<file path="config.mk">
export PLATFORM = sky130hd
export DESIGN_NAME = spim_master
export DESIGN_NICKNAME = d
export VERILOG_FILES = /design/src/rtl/spim_pkg.sv /design/src/rtl/spim_baud.sv /design/src/rtl/spim_mmdet.sv /design/src/rtl/spim_shift.sv /design/src/rtl/spim_regs.sv /design/src/rtl/spim_master.sv
export SDC_FILE = /design/constraint.sdc
export NUM_CORES = 1
export LEC_CHECK = 0
export BUFFER_PORTS_ARGS = -buffer_cell sky130_fd_sc_hd__clkbuf_2
export CAP_MARGIN = 20
export CELL_PAD_IN_SITES_DETAIL_PLACEMENT = 1
export CELL_PAD_IN_SITES_GLOBAL_PLACEMENT = 2
export CORE_ASPECT_RATIO = 0.75
export CORE_MARGIN = 8
export CORE_UTILIZATION = 31
export CTS_CLUSTER_SIZE = 25
export DETAILED_ROUTE_END_ITERATION = 7
export HOLD_SLACK_MARGIN = 0.03
export PLACE_DENSITY = 0.86
export SLEW_MARGIN = 15
export SYNTH_ARGS = -nofsm -noshare
export SYNTH_HDL_FRONTEND = slang
export SYNTH_SLANG_ARGS = --single-unit
</file>
<file path="constraint.sdc">
create_clock -name clk -period 1.9 [get_ports clk]
set_input_delay 0.285 -clock clk [delete_from_list [all_inputs] [get_ports clk]]
set_output_delay 0.285 -clock clk [all_outputs]
set_load 0.03 [all_outputs]
</file>
<file path="src/rtl/spim_pkg.sv">
// Package: shared register addresses and field positions for the SPI master.
// Assumes a 32-bit register bus; character width is set at the top level.
package spim_pkg;

    localparam int BUS_W = 32;

    typedef enum logic [2:0] {
        REG_CTRL = 3'd0,
        REG_CMD  = 3'd1,
        REG_EVT  = 3'd2,
        REG_TXD  = 3'd3,
        REG_RXD  = 3'd4
    } spim_addr_e;

    // control register field positions
    localparam int CTL_EN  = 0;
    localparam int CTL_LEN = 8;
    localparam int CTL_DIV = 16;
    localparam int CTL_IE  = 24;

    // event register bit positions (also interrupt enable order)
    localparam int EV_NF  = 0;
    localparam int EV_NE  = 1;
    localparam int EV_OVR = 2;
    localparam int EV_MME = 3;
    localparam int EV_N   = 4;

    // command register
    localparam int CMD_LAST = 0;

endpackage

</file>
<file path="src/rtl/spim_baud.sv">
// Module: serial clock tick generator.
// Produces one tick every DIV+1 system clocks while run is high; the count
// restarts whenever run is low so the first half period is always full length.
module spim_baud #(
    parameter int DIVW = 8
) (
    input  logic            clk,
    input  logic            rst_n,
    input  logic            run,
    input  logic [DIVW-1:0] div,
    output logic            tick
);

    logic [DIVW-1:0] cnt_q;

    assign tick = run && (cnt_q == div);

    // counts system clocks between ticks
    always_ff @(posedge clk) begin
        if (!rst_n)
            cnt_q <= '0;
        else if (!run || tick)
            cnt_q <= '0;
        else
            cnt_q <= cnt_q + 1'b1;
    end

    // a nonzero divider never yields two ticks in a row
    p_tick_gap_r11: assert property (@(posedge clk) disable iff (!rst_n)
        (tick && div != '0 && $stable(div)) |=> !tick);

endmodule

</file>
<file path="src/rtl/spim_mmdet.sv">
// Module: conflicting-master detector.
// Synchronizes the active-low select input and flags a hit while armed.
// Assumes the input is asynchronous; two flops give a two-cycle latency.
module spim_mmdet (
    input  logic clk,
    input  logic rst_n,
    input  logic ssel_n_i,
    input  logic armed,
    output logic hit
);

    logic s1_q, s2_q;

    // two-stage synchronizer, idles inactive
    always_ff @(posedge clk) begin
        if (!rst_n) begin
            s1_q <= 1'b1;
            s2_q <= 1'b1;
        end else begin
            s1_q <= ssel_n_i;
            s2_q <= s1_q;
        end
    end

    assign hit = armed && !s2_q;

endmodule

</file>
<file path="src/rtl/spim_shift.sv">
// Module: character shifter and frame sequencer.
// Loads a character from the transmit holder, exchanges it MSB first with
// sck idle low (out on falling, in on rising), and keeps the frame open until
// a character loaded with the last flag completes. Disabling aborts at once.
module spim_shift #(
    parameter int DW = 16,
    parameter int LW = 4
) (
    input  logic          clk,
    input  logic          rst_n,
    input  logic          en,
    input  logic          tick,
    input  logic [LW-1:0] len_m1,
    input  logic          tx_valid,
    input  logic [DW-1:0] tx_data,
    input  logic          tx_last,
    input  logic          miso,
    output logic          tx_take,
    output logic          rx_push,
    output logic [DW-1:0] rx_data,
    output logic          last_done,
    output logic          busy,
    output logic          sck,
    output logic          mosi,
    output logic          ss_n
);

    localparam logic [LW:0] ONE = (LW+1)'(1);

    logic          busy_q, frame_q, sck_q, last_q;
    logic [LW:0]   bit_q;
    logic [DW-1:0] tx_q, rx_q;
    logic [LW:0]   nbits;
    logic [LW-1:0] lpad;
    logic          char_end;

    assign nbits    = {1'b0, len_m1} + ONE;
    assign lpad     = LW'(DW-1) - len_m1;
    assign tx_take  = en && !busy_q && tx_valid;
    assign char_end = busy_q && tick && sck_q && (bit_q == nbits);

    assign rx_push   = char_end;
    assign rx_data   = rx_q;
    assign last_done = char_end && last_q;
    assign busy      = busy_q;
    assign sck       = sck_q;
    assign mosi      = tx_q[DW-1];
    assign ss_n      = !frame_q;

    // sequences load, rising/falling half periods and frame close
    always_ff @(posedge clk) begin
        if (!rst_n) begin
            busy_q  <= 1'b0;
            frame_q <= 1'b0;
            sck_q   <= 1'b0;
            last_q  <= 1'b0;
            bit_q   <= '0;
            tx_q    <= '0;
            rx_q    <= '0;
        end else if (!en) begin
            busy_q  <= 1'b0;
            frame_q <= 1'b0;
            sck_q   <= 1'b0;
        end else if (tx_take) begin
            busy_q  <= 1'b1;
            frame_q <= 1'b1;
            sck_q   <= 1'b0;
            bit_q   <= '0;
            tx_q    <= tx_data << lpad;
            rx_q    <= '0;
            last_q  <= tx_last;
        end else if (busy_q && tick) begin
            if (!sck_q) begin
                sck_q <= 1'b1;
                rx_q  <= {rx_q[DW-2:0], miso};
                bit_q <= bit_q + ONE;
            end else begin
                sck_q <= 1'b0;
                if (bit_q == nbits) begin
                    busy_q <= 1'b0;
                    if (last_q)
                        frame_q <= 1'b0;
                end else begin
                    tx_q <= {tx_q[DW-2:0], 1'b0};
                end
            end
        end
    end

    // no clock outside a frame
    p_sck_idle_r7: assert property (@(posedge clk) disable iff (!rst_n)
        !frame_q |-> !sck_q);

    // outgoing data is steady across each rising edge
    p_mosi_stable_r5: assert property (@(posedge clk) disable iff (!rst_n)
        (busy_q && $rose(sck_q)) |-> $stable(tx_q[DW-1]));

    // frame closes after the marked character
    p_frame_close_r6: assert property (@(posedge clk) disable iff (!rst_n)
        (last_done && en) |=> ss_n);

    // an unmarked character keeps the frame open
    p_frame_hold_r6: assert property (@(posedge clk) disable iff (!rst_n)
        (char_end && !last_q && en) |=> !ss_n);

endmodule

</file>
<file path="src/rtl/spim_regs.sv">
// Module: register file, hold registers and event flags.
// Single-entry transmit and receive holders; not-full/not-empty follow
// occupancy, overrun and multi-master bits are sticky write-one-to-clear.
// Assumes one-cycle bus strobes.
module spim_regs
    import spim_pkg::*;
#(
    parameter int DW   = 16,
    parameter int LW   = 4,
    parameter int DIVW = 8
) (
    input  logic             clk,
    input  logic             rst_n,
    input  logic             bus_sel,
    input  logic             bus_wr,
    input  logic             bus_rd,
    input  logic [2:0]       bus_addr,
    input  logic [BUS_W-1:0] bus_wdata,
    output logic [BUS_W-1:0] bus_rdata,
    input  logic             tx_take,
    input  logic             rx_push,
    input  logic [DW-1:0]    rx_data,
    input  logic             last_done,
    input  logic             mm_hit,
    output logic             master_en,
    output logic [LW-1:0]    len_m1,
    output logic [DIVW-1:0]  div,
    output logic             tx_valid,
    output logic [DW-1:0]    tx_data,
    output logic             tx_last,
    output logic             irq
);

    logic            en_q;
    logic [LW-1:0]   len_q;
    logic [DIVW-1:0] div_q;
    logic [EV_N-1:0] ie_q;
    logic            last_q;
    logic            tx_full, rx_full, ovr_q, mme_q;
    logic [DW-1:0]   tx_hold, rx_hold;
    logic [EV_N-1:0] evt;
    logic            wr_ctrl, wr_cmd, wr_evt, wr_txd, rd_rx;

    assign wr_ctrl = bus_sel && bus_wr && (bus_addr == REG_CTRL);
    assign wr_cmd  = bus_sel && bus_wr && (bus_addr == REG_CMD);
    assign wr_evt  = bus_sel && bus_wr && (bus_addr == REG_EVT);
    assign wr_txd  = bus_sel && bus_wr && (bus_addr == REG_TXD);
    assign rd_rx   = bus_sel && bus_rd && (bus_addr == REG_RXD);

    // control register; a conflicting master forces master mode off
    always_ff @(posedge clk) begin
        if (!rst_n) begin
            en_q  <= 1'b0;
            len_q <= '0;
            div_q <= '0;
            ie_q  <= '0;
        end else begin
            if (wr_ctrl) begin
                en_q  <= bus_wdata[CTL_EN];
                len_q <= bus_wdata[CTL_LEN +: LW];
                div_q <= bus_wdata[CTL_DIV +: DIVW];
                ie_q  <= bus_wdata[CTL_IE +: EV_N];
            end
            if (mm_hit)
                en_q <= 1'b0;
        end
    end

    // last-character command bit, cleared when its frame ends
    always_ff @(posedge clk) begin
        if (!rst_n)
            last_q <= 1'b0;
        else if (wr_cmd)
            last_q <= bus_wdata[CMD_LAST];
        else if (last_done)
            last_q <= 1'b0;
    end

    // transmit holder: accepts a write only when empty
    always_ff @(posedge clk) begin
        if (!rst_n) begin
            tx_full <= 1'b0;
            tx_hold <= '0;
        end else if (wr_txd && !tx_full) begin
            tx_full <= 1'b1;
            tx_hold <= bus_wdata[DW-1:0];
        end else if (tx_take) begin
            tx_full <= 1'b0;
        end
    end

    // receive holder: a push into an occupied holder is dropped as overrun
    always_ff @(posedge clk) begin
        if (!rst_n) begin
            rx_full <= 1'b0;
            rx_hold <= '0;
        end else if (rx_push && !(rx_full && !rd_rx)) begin
            rx_full <= 1'b1;
            rx_hold <= rx_data;
        end else if (rd_rx) begin
            rx_full <= 1'b0;
        end
    end

    // sticky error bits, set wins over write-one-to-clear
    always_ff @(posedge clk) begin
        if (!rst_n) begin
            ovr_q <= 1'b0;
            mme_q <= 1'b0;
        end else begin
            if (rx_push && rx_full && !rd_rx)
                ovr_q <= 1'b1;
            else if (wr_evt && bus_wdata[EV_OVR])
                ovr_q <= 1'b0;
            if (mm_hit)
                mme_q <= 1'b1;
            else if (wr_evt && bus_wdata[EV_MME])
                mme_q <= 1'b0;
        end
    end

    always_comb begin
        evt         = '0;
        evt[EV_NF]  = !tx_full;
        evt[EV_NE]  = rx_full;
        evt[EV_OVR] = ovr_q;
        evt[EV_MME] = mme_q;
    end

    // read multiplexer
    always_comb begin
        bus_rdata = '0;
        case (bus_addr)
            REG_CTRL: begin
                bus_rdata[CTL_EN]             = en_q;
                bus_rdata[CTL_LEN +: LW]      = len_q;
                bus_rdata[CTL_DIV +: DIVW]    = div_q;
                bus_rdata[CTL_IE +: EV_N]     = ie_q;
            end
            REG_CMD: bus_rdata[CMD_LAST]      = last_q;
            REG_EVT: bus_rdata[EV_N-1:0]      = evt;
            REG_RXD: bus_rdata[DW-1:0]        = rx_hold;
            default: bus_rdata                = '0;
        endcase
    end

    assign master_en = en_q;
    assign len_m1    = len_q;
    assign div       = div_q;
    assign tx_valid  = tx_full;
    assign tx_data   = tx_hold;
    assign tx_last   = last_q;
    assign irq       = |(evt & ie_q);

    // a write into an empty holder makes it full
    p_tx_fill_r2: assert property (@(posedge clk) disable iff (!rst_n)
        (wr_txd && !tx_full) |=> tx_full);

    // a write into a full holder keeps the held character
    p_tx_keep_r12: assert property (@(posedge clk) disable iff (!rst_n)
        (wr_txd && tx_full && !tx_take) |=> $stable(tx_hold));

    // reading the receive holder empties it unless a new character lands
    p_ne_clear_r3: assert property (@(posedge clk) disable iff (!rst_n)
        (rd_rx && !rx_push) |=> !rx_full);

    // push into an unread holder records overrun and keeps the old data
    p_ovr_set_r8: assert property (@(posedge clk) disable iff (!rst_n)
        (rx_push && rx_full && !rd_rx) |=> (ovr_q && $stable(rx_hold)));

    // a conflict drops master mode and records the error
    p_mm_drop_r10: assert property (@(posedge clk) disable iff (!rst_n)
        mm_hit |=> (!en_q && mme_q));

    // the command bit clears when its frame ends
    p_last_clear_r7: assert property (@(posedge clk) disable iff (!rst_n)
        (last_done && !wr_cmd) |=> !last_q);

endmodule

</file>
<file path="src/rtl/spim_master.sv">
// Module: top of the hold-register SPI master.
// Connects register file, tick generator, shifter and conflict detector.
// The serial clock and data outputs are enabled only in master mode.
module spim_master
    import spim_pkg::*;
#(
    parameter int DW   = 16,
    parameter int DIVW = 8
) (
    input  logic             clk,
    input  logic             rst_n,
    input  logic             bus_sel,
    input  logic             bus_wr,
    input  logic             bus_rd,
    input  logic [2:0]       bus_addr,
    input  logic [BUS_W-1:0] bus_wdata,
    output logic [BUS_W-1:0] bus_rdata,
    output logic             irq,
    output logic             sck_o,
    output logic             sck_oe,
    output logic             mosi_o,
    output logic             mosi_oe,
    input  logic             miso_i,
    output logic             ss_n_o,
    input  logic             ssel_n_i
);

    localparam int LW = $clog2(DW);

    logic            master_en, tx_valid, tx_last, tx_take;
    logic            rx_push, last_done, busy, tick, mm_hit;
    logic [LW-1:0]   len_m1;
    logic [DIVW-1:0] div;
    logic [DW-1:0]   tx_data, rx_data;

    spim_regs #(.DW(DW), .LW(LW), .DIVW(DIVW)) u_regs (
        .clk       (clk),
        .rst_n     (rst_n),
        .bus_sel   (bus_sel),
        .bus_wr    (bus_wr),
        .bus_rd    (bus_rd),
        .bus_addr  (bus_addr),
        .bus_wdata (bus_wdata),
        .bus_rdata (bus_rdata),
        .tx_take   (tx_take),
        .rx_push   (rx_push),
        .rx_data   (rx_data),
        .last_done (last_done),
        .mm_hit    (mm_hit),
        .master_en (master_en),
        .len_m1    (len_m1),
        .div       (div),
        .tx_valid  (tx_valid),
        .tx_data   (tx_data),
        .tx_last   (tx_last),
        .irq       (irq)
    );

    spim_baud #(.DIVW(DIVW)) u_baud (
        .clk   (clk),
        .rst_n (rst_n),
        .run   (busy),
        .div   (div),
        .tick  (tick)
    );

    spim_shift #(.DW(DW), .LW(LW)) u_shift (
        .clk       (clk),
        .rst_n     (rst_n),
        .en        (master_en),
        .tick      (tick),
        .len_m1    (len_m1),
        .tx_valid  (tx_valid),
        .tx_data   (tx_data),
        .tx_last   (tx_last),
        .miso      (miso_i),
        .tx_take   (tx_take),
        .rx_push   (rx_push),
        .rx_data   (rx_data),
        .last_done (last_done),
        .busy      (busy),
        .sck       (sck_o),
        .mosi      (mosi_o),
        .ss_n      (ss_n_o)
    );

    spim_mmdet u_mmdet (
        .clk      (clk),
        .rst_n    (rst_n),
        .ssel_n_i (ssel_n_i),
        .armed    (master_en),
        .hit      (mm_hit)
    );

    assign sck_oe  = master_en;
    assign mosi_oe = master_en;

    // outputs are released one cycle after a conflict is seen
    p_release_r10: assert property (@(posedge clk) disable iff (!rst_n)
        mm_hit |=> (!sck_oe && !mosi_oe));

endmodule

</file>
* After elaboration in Yosys (flattened, before gate mapping)
Index checks and enable logic that the tools add are counted.
** Cells by class
- Magnitude comparators :: 0
- Divide/modulo/power cells :: 0
- Reduce and logical (&&, ||, !) cells :: 49
- Shift-type cells :: 1
- Bitwise logic cells :: 3
- Multiply operators :: 0
- Equal/unequal tests :: 8
- Mux-type cells :: 36
- $add $sub $neg :: 4
** Operator list (count)
- $mux 16 :: 7
- $logic_and 1x1->1 :: 22
- $mux 1 :: 20
- $reduce_bool 2->1 :: 9
- $shl 16x4->16 :: 1
- $mux 5 :: 3
- $mux 12 :: 1
- $add 8x1->8 const B :: 1
- $eq 8x8->1 :: 1
- $mux 4 :: 2
- $pmux 4 s2 :: 1
- $reduce_and 4->1 :: 2
- $eq 3x2->1 const B :: 2
- $logic_not 1->1 :: 6
- $pmux 3 s2 :: 1
- $reduce_and 3->1 :: 2
- $add 4x1->5 const B :: 1
- $add 5x1->5 const B :: 1
- $eq 5x5->1 :: 1
- $and 4x4->4 :: 1
- $ne 2x2->1 const B :: 2
- $pmux 1 s4 :: 1
- $reduce_and 2->1 :: 2
- $reduce_or 2->1 :: 2
- other kinds (8) :: 9
** Word-level totals
- Logic and storage cells :: 122
- Memories :: 0
- Register bits after elaboration :: 105
- Bits in latches :: 0
- Memory bits (read-only) :: 0
- Bits of input ports :: 42
- Output and inout bits :: 38
- Memory bits (writable) :: 0

* Depth between registers and ports, before layout
Gate-level depths: netlist (run 1).
- Depth in word-level cells :: 8
- Mapped depth :: 8
- Mapped depth without buffers :: 6

* Cells and area by module
From an unflattened synthesis (run 1), not the netlist that was laid out.
** Second synthesis, totals
- Cell total of the unflattened synthesis :: 624
- Area, all modules :: 5507.8 um^2
** By module, submodules not included
- spim_regs :: instances 1, seq. area each 1081.0 um^2, cells each 303, area an instance 2529.9 um^2
- spim_shift :: instances 1, seq. area each 820.8 um^2, cells each 269, area an instance 2433.6 um^2
- spim_baud :: instances 1, seq. area each 160.2 um^2, cells each 46, area an instance 470.5 um^2
- spim_mmdet :: instances 1, seq. area each 40.0 um^2, cells each 5, area an instance 66.3 um^2
- spim_master :: instances 1, seq. area each 0.0 um^2, cells each 1, area an instance 7.5 um^2

* Worst setup path after synthesis (run 1)
No wires, ideal clock.
- Path kind :: register to register
- From :: register u_regs.len_q[0] (netlist: u_regs.len_m1[0])
- To :: register u_shift.tx_q[13]
- Cell stages (with the launch flop) :: 7
- Setup slack :: -122 ps
- Path buffers :: 2
- Arrival :: 1898 ps
- Cell sequence :: dfxtp_1 buf_2 buf_2 mux4_2 mux4_2 o21ai_0 nor3_1
** On the way
- Word-level cells in the longest chain between the ends :: 4
** Ends and longest elaborated chain
- start, declared :: line spim_regs.sv:35 : logic [LW-1:0] len_q;
- start signal, assigned :: line spim_regs.sv:60 : len_q <= bus_wdata[CTL_LEN +: LW];
- $add 4x1->5 :: line spim_shift.sv:37 : assign nbits = {1'b0, len_m1} + ONE;
- $eq 5x5->1 :: line spim_shift.sv:79 : if (bit_q == nbits) begin
- $ne 2x2->1 (no source line)
- $reduce_and 4->1 (no source line)
- end signal, assigned :: line spim_shift.sv:69 : tx_q <= tx_data << lpad;
- end signal, assigned :: line spim_shift.sv:84 : tx_q <= {tx_q[DW-2:0], 1'b0};
- end, declared :: line spim_shift.sv:32 : logic [DW-1:0] tx_q, rx_q;
Parallel ways exist; a longest one is shown, timed or not.
A chain may end at the register's enable or synchronous reset.

* Worst setup path after layout (run 1)
- From :: register u_regs.div_q[3] (netlist: u_regs.div[3])
- To :: register u_shift.tx_q[12]
** On the way
- Word-level cells in the longest chain between the ends :: 5
** Ends and longest elaborated chain
- start, declared :: line spim_regs.sv:36 : logic [DIVW-1:0] div_q;
- start signal, assigned :: line spim_regs.sv:61 : div_q <= bus_wdata[CTL_DIV +: DIVW];
- $eq 8x8->1 :: line spim_baud.sv:16 : assign tick = run && (cnt_q == div);
- $logic_and 1x1->1 :: line spim_baud.sv:16
- $logic_and 1x1->1 :: line spim_shift.sv:72 : end else if (busy_q && tick) begin
- $reduce_bool 2->1 (no source line)
- $reduce_and 4->1 (no source line)
No other way between the ends.

==> summary.md, run 1 <==
| Metric | Value |
|---|---|
| Status | finished, violations left |
| Failing checks | negative setup slack |
| Yosys warns | 0 |
| Fin nets | 839 |
| Via count | 5,608 |
| Synthesis-to-finish area growth | 31.95% |
| Starting Density | around a third |
| Residual overflow from global routing | 0 |
| # fillers | between 2,000 and 2,500 |
| Final setup TNS | -0.4218 ns |
| DRT Pass-1 Iters | 5 |
| Final core occ | between 40% and 50% |
| RSZ-0062 raised after global routing | true |
| Worst-path clk slew | roughly 0.07 ns |
| Final Wtd Congestion | a little under 0.9 |
| TritonCTS clock tree | done |
| Diodes inserted | 0 |
| Crit end category | flip-flop |
| Final Instance Area | 0.007332 mm^2 |
| Seq/Total Area, Yosys | approximately 38% |
| Fin. Hold Viols | 0 |
| Most used flip-flop cell after synthesis | dfxtp_1 |
| Count of pins over their slew limit | 0 |
| Maxcap violations | 0 |
| Cts hold-fix bufs | 0 |
| # rows | 42 |
| Most frequent cells in the layout | 95 x dfxtp_1, 94 x nand2_1, 83 x buf_4 |
| Reg area | 0.002120 mm^2 |
| CORE AREA | between 0.015 and 0.02 mm^2 |
| Drt drc | 0 |
| Via density | ~5.4 |
| Async SR Flop Fraction | 0% |
| Worst min path class | primary input to flip-flop |
| Crit Path Class | flip-flop to flip-flop |
| Avg WL per Cell | 19.08 um |
| Post-place instance area | around 0.0066 mm^2 |
| Total GRT Usage | roughly 18% |
| Clock Latency Late Sink | roughly 0.36 ns |
| Syn_area_per_cell | between 8 and 9 um^2 |
| Die area | around 0.023 mm^2 |
| Max Freq | slightly above 500 MHz |
| Yosys top cell by area | dfxtp_1 |
| I/O Buffers | a little over 70 |
| Ports | 80 |
| Area share of the largest cell type after synthesis | 37.83% |
| Clk buf depth | 2 |
| 1st-iter DRT viols | approximately 320 |
| Multi-input gate area | between 0.003 and 0.004 mm^2 |
| Mapped cell area | approximately 0.0056 mm^2 |
| Largest net degree at the start of global routing | 67 |
| CTS root buf | clkbuf_16 |
| EDFF count, synth | 0 |
| Post-Synthesis Cells | 670 |
| CTS Sinks | around 110 |
| First-pass GRT wire length | about 32,000 um |
| HPWL Detailed | roughly 14,000 um |
| Power Density | 619.8 mW/mm^2 |
| Yosys reg bits | roughly 110 |
| Fin crit share | 102.5% |
| DP Worst Slack | -0.2467 ns |
| Leak | approximately 2.8 nW |
| Most common cell after layout, fill and taps aside | dfxtp_1 |
| Post-synth cell types | 54 |
| CP max FO | 5 |
| Peak supply drop | between 400 and 500 uV |
| Worst Min Path Start | ssel_n_i |
| Rel. slew slack | ~46% |
| Startpoint types | flip-flop |
| H-tree levels | 3 |
| Num CTS Buffers | 9 |
| R2R Path Start | u_regs.div[3] |
| Die Ht | approximately 130 um |
| Crit path required time | around 2.2 ns |
| Worst EP arrival | 2.20 ns |
| Total Routed Length | between 15,000 and 20,000 um |
| Initial antenna violation count | 0 |
| Fraction of layout cells with a size suffix above 1 | between 30% and 40% |
| Synth area leaders | dfxtp_1 38%, mux4_2 6.9%, a21oi_1 6.5% |
| Worst setup margin | -0.04706 ns |
| Period minus WS final | ~1.9 ns |
| Clock skew | ~0.0067 ns |
| Die X | roughly 170 um |
| Vias in the first global route | 6,003 |
| Crit path from | u_regs.div[3] |
| Post-route ant nets | 0 |
| Final setup fails | 19 |
| Actual slew at the worst max-slew pin | 0.8101 ns |
-- critical path, cell delays in order, from the launching register on --
cell	delay [ns]
dfxtp_2	0.34
xor2_2	0.19
nor4_4	0.29
buf_6	0.16
nand4_1	0.12
buf_4	0.19
or4_1	0.38
and4_1	0.16
-- final cells by class --
type	count	area share [%]
clock buffer	11	3.447
clock inverter	3	0.8874
sequential	105	28.91
tap	242	4.130
multi-input combinational	483	44.73
timing repair buffer	172	16.71
inverter	23	1.195
-- synthesized netlist by cell type (5+ instances only) --
library cell,count
nor2_1,27
clkbuf_1,37
nand2b_1,5
nand2_1,94
and2_1,26
nand4_1,28
o21ai_0,29
xor2_1,13
dfxtp_1,105
and3_1,6
buf_4,6
buf_2,14
inv_1,22
xnor2_1,6
nor2b_1,7
nor3_1,10
a21oi_1,72
or2_2,13
a31oi_1,5
mux2i_1,16
o31ai_1,18
mux4_2,17
nand3_1,25
a22oi_1,5
-- report_power, final --
part,internal [mW],switching [mW]
logic,0.111,0.163
registers,2.21,0.0148
clock network,1.21,0.836
-- per-layer routing --
layer / wire length, um / vias to the layer above / global-route usage, % / part of all wire, %
met5: 0 / - / 0 / 0
met4: 367 / 0 / 5.639 / 1.9
met3: 1094 / 33 / 4.369 / 5.5
met2: 9537 / 149 / 28.83 / 48
met1: 8819 / 2821 / 22.01 / 44
li1: - / 2605 / - / -
-- cell families after synthesis --
group	Yosys count	synth area share, %
simple gates	263	24.14
compound gates	158	17.32
flops	105	37.83
buf+inv	85	6.597
mux	36	10.38
xor+xnor	19	2.995
fa+ha+maj	3	0.6756
other cells	1	0.06749
-- path summary, 6_finish.rpt --
check	to	slack [ns]	cells past startpoint
min	u_mmdet.s1_q	0.13	2
max	u_shift.tx_q[12]	-0.05	7
max reg2reg	u_shift.tx_q[12]	-0.05	7
min reg2reg	u_mmdet.s2_q	0.43	1
-- flip-flops by register name, summed over array words and instances (netlist names), 4 cells and up --
name	count
u_regs.rx_hold	16
u_regs.tx_data	16
u_shift.rx_data	16
u_shift.tx_q	16
u_baud.cnt_q	8
u_regs.div	8
u_shift.bit_q	5
u_regs.ie_q	4
u_regs.len_m1	4
-- metrics by stage --
step / hold slack [ns] / power (mW) / cells
2_1_floorplan: 0.3863 / 2.407 / 673
3_3_place_gp: 0.4059 / 2.515 / 999
3_5_place_dp: 0.4091 / 2.526 / 999
4_1_cts: 0.1239 / 4.566 / 1028
5_1_grt: 0.1407 / 4.671 / 1039
6_report: 0.1293 / 4.544 / 1039
-- what timing repair did --
item / CTS / global route
resized for setup: 38 / 36
setup buffers: 13 / 10
setup endpoints to repair: 56 / 57
pin swaps: 11 / 12
cloned: 2 / 1
(Power assumes the default switching activity.)
==> inputs of run 2 (changes only) <==
- PLACE_DENSITY: 0.86 -> 0.75
==> run 2 against run 1 <==
Against the previous run:
- the run still ends with negative setup slack left
- power up 0.79%
- clock power up 2%
- final cell count down 1.2%
- wire length down 0.60%
- die area unchanged
==> summary.md, run 2 (synthesized netlist as in run 1, its figures left out) <==
| Metric | Value |
|---|---|
| Status | finished, violations left |
| Failing checks | negative setup slack |
| Startpoint types | flip-flop |
| Total GRT Usage | 16.98% (-0.54 points) |
| Total Routed Length | 19,700 um (-0.60%) |
| Hold Crit Endpoint | u_mmdet.s1_q |
| Synthesis-to-finish area growth | 35.80% |
| Reg2Reg Depth | 6 (-1) |
| CTS Sinks | 105 (unchanged) |
| Hold depth | 2 (unchanged) |
| Final Wtd Congestion | 0.8853 (+2.1%) |
| Crit path from | u_regs.div[1] |
| Worst min path class | primary input to flip-flop |
| CORE AREA | 0.01760 mm^2 (unchanged) |
| Rel. slew slack | 61.49% (+15 points) |
| Clock Latency Late Sink | 0.36 ns (about the same) |
| FF-to-FF End | u_shift.tx_q[12] |
| Reg2Reg Setup Slack | -0.1 ns (-0.05 ns) |
| Diodes inserted | 0 (unchanged) |
| Final setup fails | 26 (+7) |
| CP max FO | 6 (+1) |
| Post-route ant nets | 0 (unchanged) |
| Via count | 5,439 (-3.0%) |
| # rows | 42 (unchanged) |
| Fraction of layout cells with a size suffix above 1 | 36.69% (+3.6 points) |
| Initial antenna violation count | 0 (unchanged) |
| I/O Buffers | 71 (unchanged) |
| HPWL Detailed | 13,950 um (-1.3%) |
| Residual overflow from global routing | 0 (unchanged) |
| Final core occ | 42.86% (+1.2 points) |
| Count of pins over their slew limit | 0 (unchanged) |
| Actual slew at the worst max-slew pin | 0.5777 ns (-0.2323 ns) |
| TritonCTS clock tree | done |
| CTS root buf | clkbuf_16 |
| Drt drc | 0 (unchanged) |
| Cts hold-fix bufs | 0 (unchanged) |
| DRT Pass-1 Iters | 4 (-1) |
| # fillers | 2,084 (+0.48%) |
| Crit path required time | 2.15 ns (about the same) |
| Worst Min Path Start | ssel_n_i |
| Clk buf depth | 2 (unchanged) |
| Most common cell after layout, fill and taps aside | dfxtp_1 |
| Crit end category | flip-flop |
| Fin. Hold Viols | 0 (unchanged) |
| Die X | 170.6 um (unchanged) |
| Power Density | 607.0 mW/mm^2 (-2.1%) |
| Worst EP arrival | 2.25 ns (+0.05 ns) |
| Period minus WS final | 1.998 ns (+0.05074 ns) |
| Leak | 2.800 nW (+1.2%) |
| Fin crit share | 105.1% (+2.7 points) |
| Die area | 0.02251 mm^2 (unchanged) |
| RSZ-0062 raised after global routing | true |
| Ports | 80 (unchanged) |
| Worst setup margin | -0.09781 ns (-0.05074 ns) |
| Most frequent cells in the layout | 95 x dfxtp_1, 92 x nand2_1, 70 x clkbuf_2 |
| Maxcap violations | 0 (unchanged) |
| Starting Density | 31.56% (unchanged) |
| Via density | 5.296 (-1.9%) |
| Largest net degree at the start of global routing | 33 (-51%) |
| Overall power | 4.580 mW (+0.79%) |
| 1st-iter DRT viols | 363 (+12%) |
| Vias in the first global route | 5,613 (-6.5%) |
| Peak supply drop | 381.3 uV (-14%) |
| First-pass GRT wire length | 30,830 um (-3.1%) |
| Crit Path Class | flip-flop to flip-flop |
| Worst-path clk slew | 0.08 ns (about the same) |
| H-tree levels | 3 (unchanged) |
| Avg WL per Cell | 19.18 um (+0.57%) |
| Max Freq | 500.5 MHz (-2.5%) |
| Fin nets | 825 (-1.7%) |
| R2R Path Start | u_regs.div[1] |
| Clock skew | 0.01322 ns (+0.006509 ns) |
| Num CTS Buffers | 9 (unchanged) |
| Die Ht | 131.9 um (unchanged) |
-- run 2: per-stage QoR --
stage          TNS [ns]  std cells  instance area (um^2)  setup slack [ns]  hold slack (ns)
2_1_floorplan  -0.05227        673                  5588          -0.05227           0.3863
3_3_place_gp     -2.381       1001                  6601           -0.2753           0.3951
3_5_place_dp     -4.453       1001                  6601           -0.2621           0.4061
4_1_cts         -0.6515       1023                  7203          -0.08459          0.09239
5_1_grt          -5.909       1027                  7546           -0.2429           0.1052
6_report         -1.162       1027                  7546          -0.09781           0.1033
-- run 2: per-layer routing --
layer,vias up,wire length [um],track usage [%]
met3,21,1043,4.428
met4,0,220,2.917
met1,2692,9718,23.72
met2,130,8718,26.02
li1,2596,-,-
met5,-,0,0
-- run 2: repair_timing --
action | in CTS | in global routing
pin swaps | 7 | 35
endpoints found under the setup margin | 55 | 63
gates cloned | 2 | 3
setup buffers | 4 | 3
resized for setup | 55 | 84
endpoints found under the hold margin | 0 | 0
-- run 2: power breakdown --
part           switching, mW  internal (mW)  leakage [nW]
clock                  0.923           1.17         0.154
sequential            0.0146           2.20         0.853
combinational          0.162          0.105          1.79
-- run 2: worst max-delay path by stage --
stage,endpoint,slack (ns),cells after the start
floorplan,u_shift.tx_q[13],-0.05,6
finish,u_shift.tx_q[12],-0.1,6
CTS,u_shift.tx_q[12],-0.08,6
detailed placement,u_regs.ovr_q,-0.26,8
global route,u_regs.rx_hold[9],-0.24,7
global placement,u_regs.ovr_q,-0.28,8
-- run 2: worst max-delay path, stage by stage (launching register included) --
cell and delay [ns]:
dfxtp_2 0.35, xor2_2 0.19, nor4_4 0.39, nand4_1 0.21
buf_6 0.18, or4_1 0.38, and4_1 0.20
-- run 2: cell type report --
class	count	area [um^2]	area share [%]
clock buffer	9	225.2	2.985
clock inverter	7	103.9	1.376
inverter	23	87.58	1.161
multi-input combinational	483	3468	45.96
sequential	105	2127	28.19
tap	242	302.8	4.013
timing repair buffer	158	1231	16.32
==> inputs of run 3 (changes only) <==
- SETUP_SLACK_MARGIN: default -> 0.4
==> run 3 against run 2 <==
Against the previous run:
- wire length increased by 25%
- final cell count increased by 3.7%
- maximum frequency decreased by 5.0%
- clock-buffer cell count increased by 1
- worst setup slack got worse by 0.11 ns
- sequential share of layout area decreased by 4.1 points
- clock skew decreased by 0.0013 ns
- the run still ends with negative setup slack left
- global-route usage increased by 2.3 points
- die area unchanged
- utilization increased by 8.3 points
==> summary.md, run 3 (synthesized netlist as in run 1, its figures left out) <==
| Metric | Value |
|---|---|
| Post-place instance area | 0.006688 mm^2 (+1.3%) |
| First-pass GRT wire length | 34,640 um (+12%) |
| Clock skew | 0.01187 ns (-0.001342 ns) |
| Post-route ant nets | 0 (unchanged) |
| Worst EP arrival | 2.35 ns (+0.10 ns) |
| Drt drc | 0 (unchanged) |
| Clk buf depth | 2 (unchanged) |
| CP max FO | 9 (+3) |
| Status | finished, violations left |
| Rel. slew slack | 65.37% (+3.9 points) |
| CORE AREA | 0.01760 mm^2 (unchanged) |
| Die area | 0.02251 mm^2 (unchanged) |
| Failing checks | negative setup slack |
| Most frequent cells in the layout | 92 x nand2_1, 78 x dfxtp_1, 70 x buf_4 |
| Crit path required time | 2.14 ns (about the same) |
| Count of pins over their slew limit | 0 (unchanged) |
| DRT Pass-1 Iters | 5 (+1) |
| Hold depth | 2 (unchanged) |
| Via density | 5.519 (+4.2%) |
| Residual overflow from global routing | 0 (unchanged) |
| Leak | 3.289 nW (+17%) |
| Ports | 80 (unchanged) |
| Fraction of layout cells with a size suffix above 1 | 50.79% (+14 points) |
| Comb power frac | 7.5% (+1.7 points) |
| 1st-iter DRT viols | 379 (+4.4%) |
| Final Wtd Congestion | 0.8616 (-2.7%) |
| Via count | 5,878 (+8.1%) |
| Reg2Reg Depth | 8 (+2) |
| Power Density | 534.9 mW/mm^2 (-12%) |
| Clock Latency Late Sink | 0.36 ns (about the same) |
| Final setup TNS | -5.434 ns (-4.273 ns) |
| Final Instance Area | 0.009006 mm^2 (+19%) |
| H-tree levels | 3 (unchanged) |
| DP Worst Slack | -0.1404 ns (+0.1218 ns) |
| Worst min path class | primary input to flip-flop |
| Fin. Hold Viols | 0 (unchanged) |
| # rows | 42 (unchanged) |
| Int Pwr | 3.676 mW (+5.6%) |
| Final setup fails | 54 (+110%) |
| Avg WL per Cell | 23.07 um (+20%) |
| Die Ht | 131.9 um (unchanged) |
| # fillers | 1,910 (-8.3%) |
| Peak supply drop | 416.8 uV (+9.3%) |
| Reg power frac | 45.9% (-2.5 points) |
| Actual slew at the worst max-slew pin | 0.5194 ns (-0.05833 ns) |
| Initial antenna violation count | 0 (unchanged) |
| CTS Sinks | 105 (unchanged) |
| Sw Share | 23.69% (-0.32 points) |
| Period minus WS final | 2.103 ns (+0.1053 ns) |
| Worst-path clk slew | 0.08 ns (about the same) |
| Crit Path Class | flip-flop to flip-flop |
| Worst setup margin | -0.2031 ns (-0.1053 ns) |
| Die X | 170.6 um (unchanged) |
| Cts hold-fix bufs | 0 (unchanged) |
| Synthesis-to-finish area growth | 62.08% |
| Fin nets | 864 (+4.7%) |
| Num CTS Buffers | 9 (unchanged) |
| Max Freq | 475.5 MHz (-5.0%) |
| TritonCTS clock tree | done |
| Starting Density | 31.56% (unchanged) |
| Reg2Reg Setup Slack | -0.20 ns (-0.11 ns) |
| Switch Pwr | 1.141 mW (+3.8%) |
| Diodes inserted | 0 (unchanged) |
| Fin crit share | 110.7% (+5.5 points) |
| HPWL Detailed | 13,840 um (-0.76%) |
| Vias in the first global route | 6,164 (+9.8%) |
| CTS root buf | clkbuf_16 |
| Largest net degree at the start of global routing | 42 (+27%) |
| Startpoint types | flip-flop |
| I/O Buffers | 71 (unchanged) |
| Total Routed Length | 24,570 um (+25%) |
| Total GRT Usage | 19.30% (+2.3 points) |
| Crit end category | flip-flop |
| Most common cell after layout, fill and taps aside | nand2_1 |
| Clock share of power | 46.6% (+0.9 points) |
| Maxcap violations | 0 (unchanged) |
| RSZ-0062 raised after global routing | true |
[run 3: critical path, stage by stage (launching register included)]
cell and delay, ns:
dfxtp_4 0.37, ha_4 0.24, xnor2_1 0.23, nand2_1 0.15, a211oi_2 0.28, buf_12 0.16
o21ai_0 0.11, buf_4 0.18, o221a_2 0.27
[run 3: what timing repair did]
action                                  in CTS  in global routing
pin swaps                                   66                 77
gates cloned                                 9                  3
resized for setup                          257                119
endpoints found under the setup margin      96                110
buffers inserted                            26                 14
[run 3: final timing paths]
| path | start | end |
|---|---|---|
| setup / recovery | u_regs.len_m1[0] | u_shift.tx_q[2] |
| hold / removal | ssel_n_i | u_mmdet.s1_q |
| setup reg to reg | u_regs.len_m1[0] | u_shift.tx_q[2] |
| hold reg to reg | u_mmdet.s1_q | u_mmdet.s2_q |
[run 3: layout make-up]
class / count / area (um^2) / share of cell area (%)
Multi-Input combinational cell: 483 / 4009 / 44.51
Inverter: 23 / 91.34 / 1.014
Timing Repair Buffer: 197 / 2095 / 23.26
Clock buffer: 10 / 239.0 / 2.654
Clock inverter: 5 / 103.9 / 1.153
Tap cell: 242 / 302.8 / 3.362
Sequential cell: 105 / 2166 / 24.05
[run 3: power by group through the flow]
stage / combinational [mW] / sequential [mW] / clock, mW
after floorplan: 0.145 / 2.27 / 0
after global placement: 0.242 / 2.28 / 0
after detailed placement: 0.249 / 2.28 / 0
after CTS: 0.312 / 2.22 / 2.23
after global routing: 0.381 / 2.21 / 2.33
final: 0.361 / 2.21 / 2.24
[run 3: per-layer routing]
layer  vias to the layer above  routed length [um]  global-route usage (%)  part of all wire (%)
li1                       2674                   -                       -                     -
met1                      3002               11120                   25.76                    45
met2                       171               11870                   30.65                    48
met3                        31                1145                   4.728                   4.7
met4                         0                 427                   4.716                   1.7
met5                         -                   0                       0                     0
[run 3: per-stage QoR]
stage / hold slack (ns) / utilization (%) / std cells / power, mW
after floorplan: 0.3863 / - / 673 / 2.416
after global placement: 0.3914 / 37.99 / 998 / 2.518
after detailed placement: 0.4240 / 37.99 / 998 / 2.526
after CTS: 0.1027 / 47.81 / 1048 / 4.765
after global routing: 0.1242 / 51.16 / 1065 / 4.923
final: 0.1074 / 51.16 / 1065 / 4.817
